`config.mk`:
```
export PLATFORM = sky130hd
export DESIGN_NAME = panel_id_seq
export DESIGN_NICKNAME = d
export VERILOG_FILES = /design/src/rtl/panel_id_pkg.sv /design/src/rtl/seq_timer.sv /design/src/rtl/bus_xfer.sv /design/src/rtl/id_shift.sv /design/src/rtl/panel_id_seq.sv
export SDC_FILE = /design/constraint.sdc
export NUM_CORES = 1
export LEC_CHECK = 0
export BUFFER_PORTS_ARGS = -buffer_cell sky130_fd_sc_hd__buf_4
export CAP_MARGIN = 20
export CORE_UTILIZATION = 55
export DETAILED_ROUTE_END_ITERATION = 8
export MAX_ROUTING_LAYER = met4
export PLACE_DENSITY_LB_ADDON = 0.05
export SLEW_MARGIN = 20
export SYNTH_ARGS = -nofsm -noshare
export SYNTH_HDL_FRONTEND = slang
export SYNTH_SLANG_ARGS = --single-unit
```
`constraint.sdc`:
```
create_clock -name clk_i -period 6.2 [get_ports clk_i]
set_input_delay 0.93 -clock clk_i [delete_from_list [all_inputs] [get_ports clk_i]]
set_output_delay 0.93 -clock clk_i [all_outputs]
set_load 0.02 [all_outputs]
```
`src/rtl/panel_id_pkg.sv`:
```
package panel_id_pkg;

  typedef enum logic [3:0] {
    ST_IDLE,
    ST_PROT_LO,
    ST_RST_LO,
    ST_HOLD,
    ST_RECOVER,
    ST_SETTLE,
    ST_ISSUE,
    ST_XFER,
    ST_ID_WAIT
  } seq_state_e;

  typedef struct packed {
    logic       rs;
    logic       we;
    logic [7:0] code;
  } bus_op_t;

  localparam int unsigned N_OPS     = 10;
  localparam int unsigned OP_ID_REQ = 4;
  localparam int unsigned OP_DUMMY  = 5;

  localparam logic [7:0] CMD_UNPROTECT = 8'hB0;
  localparam logic [7:0] CMD_WAKE      = 8'hB1;
  localparam logic [7:0] CMD_READ_ID   = 8'hBF;

  // fixed transfer list: two unlock/wake pairs, id request, five reads
  function automatic bus_op_t op_at(input logic [3:0] idx);
    bus_op_t op;
    case (idx)
      4'd0:    op = '{rs: 1'b0, we: 1'b1, code: CMD_UNPROTECT};
      4'd1:    op = '{rs: 1'b1, we: 1'b1, code: 8'h00};
      4'd2:    op = '{rs: 1'b0, we: 1'b1, code: CMD_WAKE};
      4'd3:    op = '{rs: 1'b1, we: 1'b1, code: 8'h00};
      4'd4:    op = '{rs: 1'b0, we: 1'b1, code: CMD_READ_ID};
      default: op = '{rs: 1'b1, we: 1'b0, code: 8'h00};
    endcase
    return op;
  endfunction

  function automatic int unsigned us_to_cycles(input longint unsigned clk_hz,
                                               input longint unsigned div,
                                               input longint unsigned us);
    longint unsigned c;
    c = ((clk_hz / 64'd1_000_000) * us) / div;
    return (c < 64'd1) ? 1 : int'(c);
  endfunction

endpackage

```
`src/rtl/seq_timer.sv`:
```
module seq_timer #(
  parameter int unsigned CNT_W = 16
) (
  input  logic             clk_i,
  input  logic             rst_ni,
  input  logic             load_i,
  input  logic [CNT_W-1:0] load_val_i,
  output logic             expired_o
);

  logic [CNT_W-1:0] cnt_q;

  always_ff @(posedge clk_i or negedge rst_ni) begin
    if (!rst_ni)             cnt_q <= '0;
    else if (load_i)         cnt_q <= load_val_i;
    else if (cnt_q != '0)    cnt_q <= cnt_q - 1'b1;
  end

  assign expired_o = (cnt_q == '0);

  // once run out, stays run out until reloaded
  a_r2_timer_stays_expired: assert property (@(posedge clk_i) disable iff (!rst_ni)
    !load_i && expired_o |=> expired_o);

endmodule

```
`src/rtl/bus_xfer.sv`:
```
module bus_xfer
  import panel_id_pkg::*;
#(
  parameter int unsigned DATA_W = 18
) (
  input  logic              clk_i,
  input  logic              rst_ni,
  input  logic              issue_i,
  input  bus_op_t           op_i,
  output logic              req_o,
  output logic              rs_o,
  output logic              we_o,
  output logic [DATA_W-1:0] wdata_o,
  input  logic              ack_i,
  output logic              fin_o
);

  logic              req_q, rs_q, we_q;
  logic [DATA_W-1:0] data_q;

  always_ff @(posedge clk_i or negedge rst_ni) begin
    if (!rst_ni) begin
      req_q  <= 1'b0;
      rs_q   <= 1'b0;
      we_q   <= 1'b0;
      data_q <= '0;
    end else if (issue_i && !req_q) begin
      req_q  <= 1'b1;
      rs_q   <= op_i.rs;
      we_q   <= op_i.we;
      data_q <= DATA_W'(op_i.code);
    end else if (req_q && ack_i) begin
      req_q  <= 1'b0;
    end
  end

  assign req_o   = req_q;
  assign rs_o    = rs_q;
  assign we_o    = we_q;
  assign wdata_o = data_q;
  assign fin_o   = req_q && ack_i;

  // fields frozen while waiting
  a_r8_hold_until_ack: assert property (@(posedge clk_i) disable iff (!rst_ni)
    req_o && !ack_i |=> req_o && $stable(rs_o) && $stable(we_o) && $stable(wdata_o));

  // never issue over an outstanding transfer
  a_r8_single_outstanding: assert property (@(posedge clk_i) disable iff (!rst_ni)
    issue_i |-> !req_o);

endmodule

```
`src/rtl/id_shift.sv`:
```
module id_shift #(
  parameter int unsigned ID_W   = 32,
  parameter int unsigned BYTE_W = 8
) (
  input  logic              clk_i,
  input  logic              rst_ni,
  input  logic              clear_i,
  input  logic              shift_i,
  input  logic [BYTE_W-1:0] byte_i,
  output logic [ID_W-1:0]   value_o
);

  logic [ID_W-1:0] val_q;

  always_ff @(posedge clk_i or negedge rst_ni) begin
    if (!rst_ni)      val_q <= '0;
    else if (clear_i) val_q <= '0;
    else if (shift_i) val_q <= {val_q[ID_W-BYTE_W-1:0], byte_i};
  end

  assign value_o = val_q;

  // value only moves on a kept read or a clear
  a_r6_value_quiet: assert property (@(posedge clk_i) disable iff (!rst_ni)
    !clear_i && !shift_i |=> $stable(value_o));

endmodule

```
`src/rtl/panel_id_seq.sv`:
```
module panel_id_seq
  import panel_id_pkg::*;
#(
  parameter longint unsigned CLK_HZ    = 50_000_000,
  parameter longint unsigned TIME_DIV  = 1,
  parameter int unsigned     DATA_W    = 18,
  parameter logic [31:0]     ID_EXPECT = 32'h0122_1517
) (
  input  logic              clk_i,
  input  logic              rst_ni,
  input  logic              start_i,
  output logic              prot_n_o,
  output logic              lcd_rst_n_o,
  output logic              bus_req_o,
  output logic              bus_rs_o,
  output logic              bus_we_o,
  output logic [DATA_W-1:0] bus_wdata_o,
  input  logic [DATA_W-1:0] bus_rdata_i,
  input  logic              bus_ack_i,
  output logic              done_o,
  output logic              detected_o
);

  localparam int unsigned T_RST    = us_to_cycles(CLK_HZ, TIME_DIV, 1100);
  localparam int unsigned T_REC    = us_to_cycles(CLK_HZ, TIME_DIV, 10);
  localparam int unsigned T_SETTLE = us_to_cycles(CLK_HZ, TIME_DIV, 20000);
  localparam int unsigned T_ID     = us_to_cycles(CLK_HZ, TIME_DIV, 50000);
  localparam int unsigned T_MAX    = (T_ID > T_SETTLE) ? T_ID : T_SETTLE;
  localparam int unsigned CNT_W    = $clog2(T_MAX + 1);
  localparam int unsigned ID_W     = 32;
  localparam int unsigned BYTE_W   = 8;

  seq_state_e        state_q;
  logic [3:0]        op_q;
  logic              prot_q, lrst_q, done_q;
  logic              tmr_load, tmr_exp;
  logic [CNT_W-1:0]  tmr_val;
  logic              issue, fin, shift, clear;
  logic [ID_W-1:0]   id_val;

  assign issue = (state_q == ST_ISSUE);
  assign clear = (state_q == ST_IDLE) && start_i;
  assign shift = (state_q == ST_XFER) && fin && (op_q > 4'(OP_DUMMY));

  // reload so that each wait state lasts exactly its interval
  always_comb begin
    tmr_load = 1'b0;
    tmr_val  = '0;
    unique case (state_q)
      ST_RST_LO: begin
        tmr_load = 1'b1;
        tmr_val  = CNT_W'(T_RST - 1);
      end
      ST_HOLD: if (tmr_exp) begin
        tmr_load = 1'b1;
        tmr_val  = CNT_W'(T_REC - 1);
      end
      ST_RECOVER: if (tmr_exp) begin
        tmr_load = 1'b1;
        tmr_val  = CNT_W'(T_SETTLE - 1);
      end
      ST_XFER: if (fin && op_q == 4'(OP_ID_REQ)) begin
        tmr_load = 1'b1;
        tmr_val  = CNT_W'(T_ID - 1);
      end
      default: ;
    endcase
  end

  always_ff @(posedge clk_i or negedge rst_ni) begin
    if (!rst_ni) begin
      state_q <= ST_IDLE;
      op_q    <= '0;
      prot_q  <= 1'b1;
      lrst_q  <= 1'b1;
      done_q  <= 1'b0;
    end else begin
      unique case (state_q)
        ST_IDLE: if (start_i) begin
          prot_q  <= 1'b0;
          done_q  <= 1'b0;
          op_q    <= '0;
          state_q <= ST_PROT_LO;
        end
        ST_PROT_LO: begin
          lrst_q  <= 1'b0;
          state_q <= ST_RST_LO;
        end
        ST_RST_LO: begin
          prot_q  <= 1'b1;
          state_q <= ST_HOLD;
        end
        ST_HOLD: if (tmr_exp) begin
          lrst_q  <= 1'b1;
          state_q <= ST_RECOVER;
        end
        ST_RECOVER: if (tmr_exp) begin
          prot_q  <= 1'b0;
          state_q <= ST_SETTLE;
        end
        ST_SETTLE: if (tmr_exp) state_q <= ST_ISSUE;
        ST_ISSUE:  state_q <= ST_XFER;
        ST_XFER: if (fin) begin
          if (op_q == 4'(N_OPS - 1)) begin
            done_q  <= 1'b1;
            state_q <= ST_IDLE;
          end else begin
            op_q    <= op_q + 1'b1;
            state_q <= (op_q == 4'(OP_ID_REQ)) ? ST_ID_WAIT : ST_ISSUE;
          end
        end
        ST_ID_WAIT: if (tmr_exp) state_q <= ST_ISSUE;
        default: state_q <= ST_IDLE;
      endcase
    end
  end

  seq_timer #(.CNT_W(CNT_W)) u_timer (
    .clk_i      (clk_i),
    .rst_ni     (rst_ni),
    .load_i     (tmr_load),
    .load_val_i (tmr_val),
    .expired_o  (tmr_exp)
  );

  bus_xfer #(.DATA_W(DATA_W)) u_xfer (
    .clk_i   (clk_i),
    .rst_ni  (rst_ni),
    .issue_i (issue),
    .op_i    (op_at(op_q)),
    .req_o   (bus_req_o),
    .rs_o    (bus_rs_o),
    .we_o    (bus_we_o),
    .wdata_o (bus_wdata_o),
    .ack_i   (bus_ack_i),
    .fin_o   (fin)
  );

  id_shift #(.ID_W(ID_W), .BYTE_W(BYTE_W)) u_id (
    .clk_i   (clk_i),
    .rst_ni  (rst_ni),
    .clear_i (clear),
    .shift_i (shift),
    .byte_i  (bus_rdata_i[BYTE_W-1:0]),
    .value_o (id_val)
  );

  assign prot_n_o    = prot_q;
  assign lcd_rst_n_o = lrst_q;
  assign done_o      = done_q;
  assign detected_o  = done_q && (id_val == ID_EXPECT);

  // reset asserted only inside the protect-low window
  a_r1_rst_inside_protect: assert property (@(posedge clk_i) disable iff (!rst_ni)
    $fell(lcd_rst_n_o) |-> !prot_n_o);

  // reset released while protect is high
  a_r2_release_under_protect: assert property (@(posedge clk_i) disable iff (!rst_ni)
    $rose(lcd_rst_n_o) |-> prot_n_o);

  // no bus traffic unless chip is out of reset and protect is low
  a_r3_bus_quiet_in_reset: assert property (@(posedge clk_i) disable iff (!rst_ni)
    bus_req_o |-> lcd_rst_n_o && !prot_n_o);

  // commands are always writes
  a_r4_cmd_is_write: assert property (@(posedge clk_i) disable iff (!rst_ni)
    bus_req_o && !bus_rs_o |-> bus_we_o);

  // result holds until a new start
  a_r9_result_holds: assert property (@(posedge clk_i) disable iff (!rst_ni)
    done_o && !start_i |=> done_o && $stable(detected_o));

  // start while busy does not restart
  a_r10_start_ignored: assert property (@(posedge clk_i) disable iff (!rst_ni)
    (state_q != ST_IDLE) && start_i |=> (state_q != ST_PROT_LO));

endmodule

```
==> summary.txt <==
DRC - 2
Crit path launch - u_id.value_o[20]
Most frequent cell after synthesis - nand2_1
Worst-path clk slew - 80 ps
Worst hold path startpoint - u_id.value_o[10]
Hold Crit Class - register to register
H-tree depth - 3
Synth Area in Adders - 1.66%
Crit path DAT - 2310 ps
Upper clock frequency limit - 309 MHz
Share of layout cells above drive strength 1 - 13.3%
Worst setup EP type - output port
Synth cell count leaders - nand2_1, dfrtp_1, nand3_1, a21oi_1, nor2_1
Post-Syn Instances - 424
Min Hold Slack - 487 ps
Synth Area per Inst - 8.90 um^2
First-pass GRT wire length - 13500 um
Post-synth EDFFs - 0
Nets - 466
Synth Flop Type - dfrtp_1
Clock buffer count from CTS - 9
Ant diodes - 0
Status - finished, violations left
R2R depth - 7
Critical path class - register to output port
Initial core utilization - 58.1%
Pins over their slew limit - 0
Post-route ant nets - 0
Crit share post-route - 52.2%
Starting DRT DRC Count - 183
Worst-margin pin slew - 1050 ps
IO Count - 47
R2R setup slack - 3120 ps
Final WL - 8080 um
TNS Setup - 0 ps
Final setup violating endpoints - 0
Initial antenna violation count - 0
Crit-path max FO - 3
Resized Gates After CTS - 0
Leakage power - 1.89 nW
GP Congestion - 0.902
Latest clock arrival within the worst-skew pair - 350 ps
Syn-to-layout area delta - 8.99%
Setup Buffers After CTS - 0
Post-Synth Simple-Gate Area - 29.3%
Power Density - 397 mW/mm^2
Synth unique cells - 59
Per-cell routed wire length - 15.5 um
Share of the synthesized area in the top cell type - 45.8%
Compound-Gate Fraction of Synth Area - 10.9%
RR Endpoint - state_q[0]
WP data required - 5270 ps
Worst Hold Path Cells - 2
Hold Crit Endpoint - u_id.value_o[18]
Final hold viol count - 0
DR pass1 iterations - 7
Post-synthesis mux area share - 0.597%
Max Clock Skew - 7.62 ps
Port bufs - 25
Max-cap violations - 0
Core area - 0.00649 mm^2
Detail Placement HPWL - 5270 um
Horiz. Die Dim - 84.8 um
RSZ-0062 raised after global routing - no
CP Launch Type - register
Vias/cell - 5.96
Vias in the first global route - 2786
Die height - 84.8 um
Largest net degree at the start of global routing - 72
CTS root buf - clkbuf_8
Most area-consuming cells after synthesis - dfrtp_1, nand2_1, nand3_1, xnor2_1, buf_4
Sequential share of the synthesized area - 47.2%
GRT Overall Usage - 24.6%
Max-Slew Margin vs Limit - 30.1%
Via count - 3106
Peak VDD IR - 251 uV
Main combinational cell family by area after synthesis - simple AND/OR/NAND/NOR gates
Placed Area - 0.00392 mm^2
Ys async rst share - 100%
Clock sinks - 71
FF-to-FF Start - u_timer.cnt_q[0]
FP Rows - 29
Failing checks - DRC
Synthesized area - 0.00377 mm^2
Synth Register Bits - 71
Cell taking the most area after synthesis - dfrtp_1
CTS max path bufs - 2
Post-Layout Inst Area - 0.00411 mm^2
Synth Area in XOR/XNOR - 3.95%
GR Overflow Total - 0
Synth Warn # - 0
Post-layout util - 63.3%
Post-CTS Hold Buffers - 0
Die area - 0.00719 mm^2
CTS tree - built
Min cycle time layout - 3240 ps
## cell type report
| type | instances | area, um^2 |
|---|---|---|
| clock buffer | 9 | 124 |
| fill | 559 | 2380 |
| inverter | 11 | 41.3 |
| sequential | 71 | 1780 |
| multi-input combinational | 319 | 1800 |
| tap | 77 | 96.3 |
| timing repair buffer | 27 | 203 |
| clock inverter | 7 | 72.6 |
## where the power goes
group / internal (mW) / switching, mW
Combinational: 0.247 / 0.301
Clock: 0.186 / 0.185
Sequential: 0.565 / 0.146
## state kept, by name (all words and copies together) (netlist names)
register and cells:
lcd_rst_n_o 1, done_o 1, u_id.value_o 32, u_xfer.we_o 1, op_q 4, u_xfer.wdata_o 3
prot_n_o 1, u_xfer.rs_o 1, u_timer.cnt_q 22, u_xfer.req_o 1, state_q 4
## critical path, cell delays in order, from the launching register on
cell	delay, ps
dfrtp_1	410
nor4b_1	360
nand4_1	150
or4_1	580
nor4b_1	260
buf_4	190
## metrics by stage
step / worst slack, ps / std cells / power (mW)
2_1_floorplan: 3200 / 434 / 1.12
6_report: 2960 / 521 / 1.63
3_3_place_gp: 3120 / 505 / 1.25
5_1_grt: 2810 / 521 / 1.74
3_5_place_dp: 3100 / 505 / 1.26
4_1_cts: 2940 / 521 / 1.63
## routing by layer
metal,track usage (%),vias up,wire [um]
li1,-,1498,-
met1,35.1,1494,3920
met2,34.7,100,3620
met4,10.5,0,154
met5,-,-,0
met3,4.38,14,386
## kinds of logic (layout without fill, tap and decap cells)
group           Yosys count  after routing
mux                       2              2
compound gates           68             68
other cells               1             11
buf+inv                  44             54
xor+xnor                 17             17
flops                    71             71
fa+ha+maj                 5              5
simple gates            216            216
## worst max path at each step
stage	endpoint	slack, ps	cells after the start
finish	detected_o	2960	5
floorplan	detected_o	3200	4
detailed placement	state_q[0]	3100	7
global route	detected_o	2810	5
global placement	u_id.value_o[13]	3120	6
CTS	detected_o	2940	5
## cells in the final DEF, fill, tap and decap left out, types with 4 or more instances in the layout
master / netlist / layout
inv_1: 11 / 11
clkbuf_8: 0 / 9
ha_1: 5 / 5
nand4_1: 6 / 6
xnor2_1: 14 / 14
nor2_1: 21 / 21
a21oi_1: 22 / 22
a31oi_1: 5 / 5
dfrtp_1: 69 / 69
nand3_1: 45 / 45
buf_4: 16 / 27
nand3b_1: 6 / 6
nor4_1: 10 / 10
nor3_1: 12 / 12
o21ai_0: 18 / 18
or4_1: 4 / 4
nand2_1: 81 / 81
conb_1: 1 / 11
No activity file was read; power rests on OpenSTA's default activity.
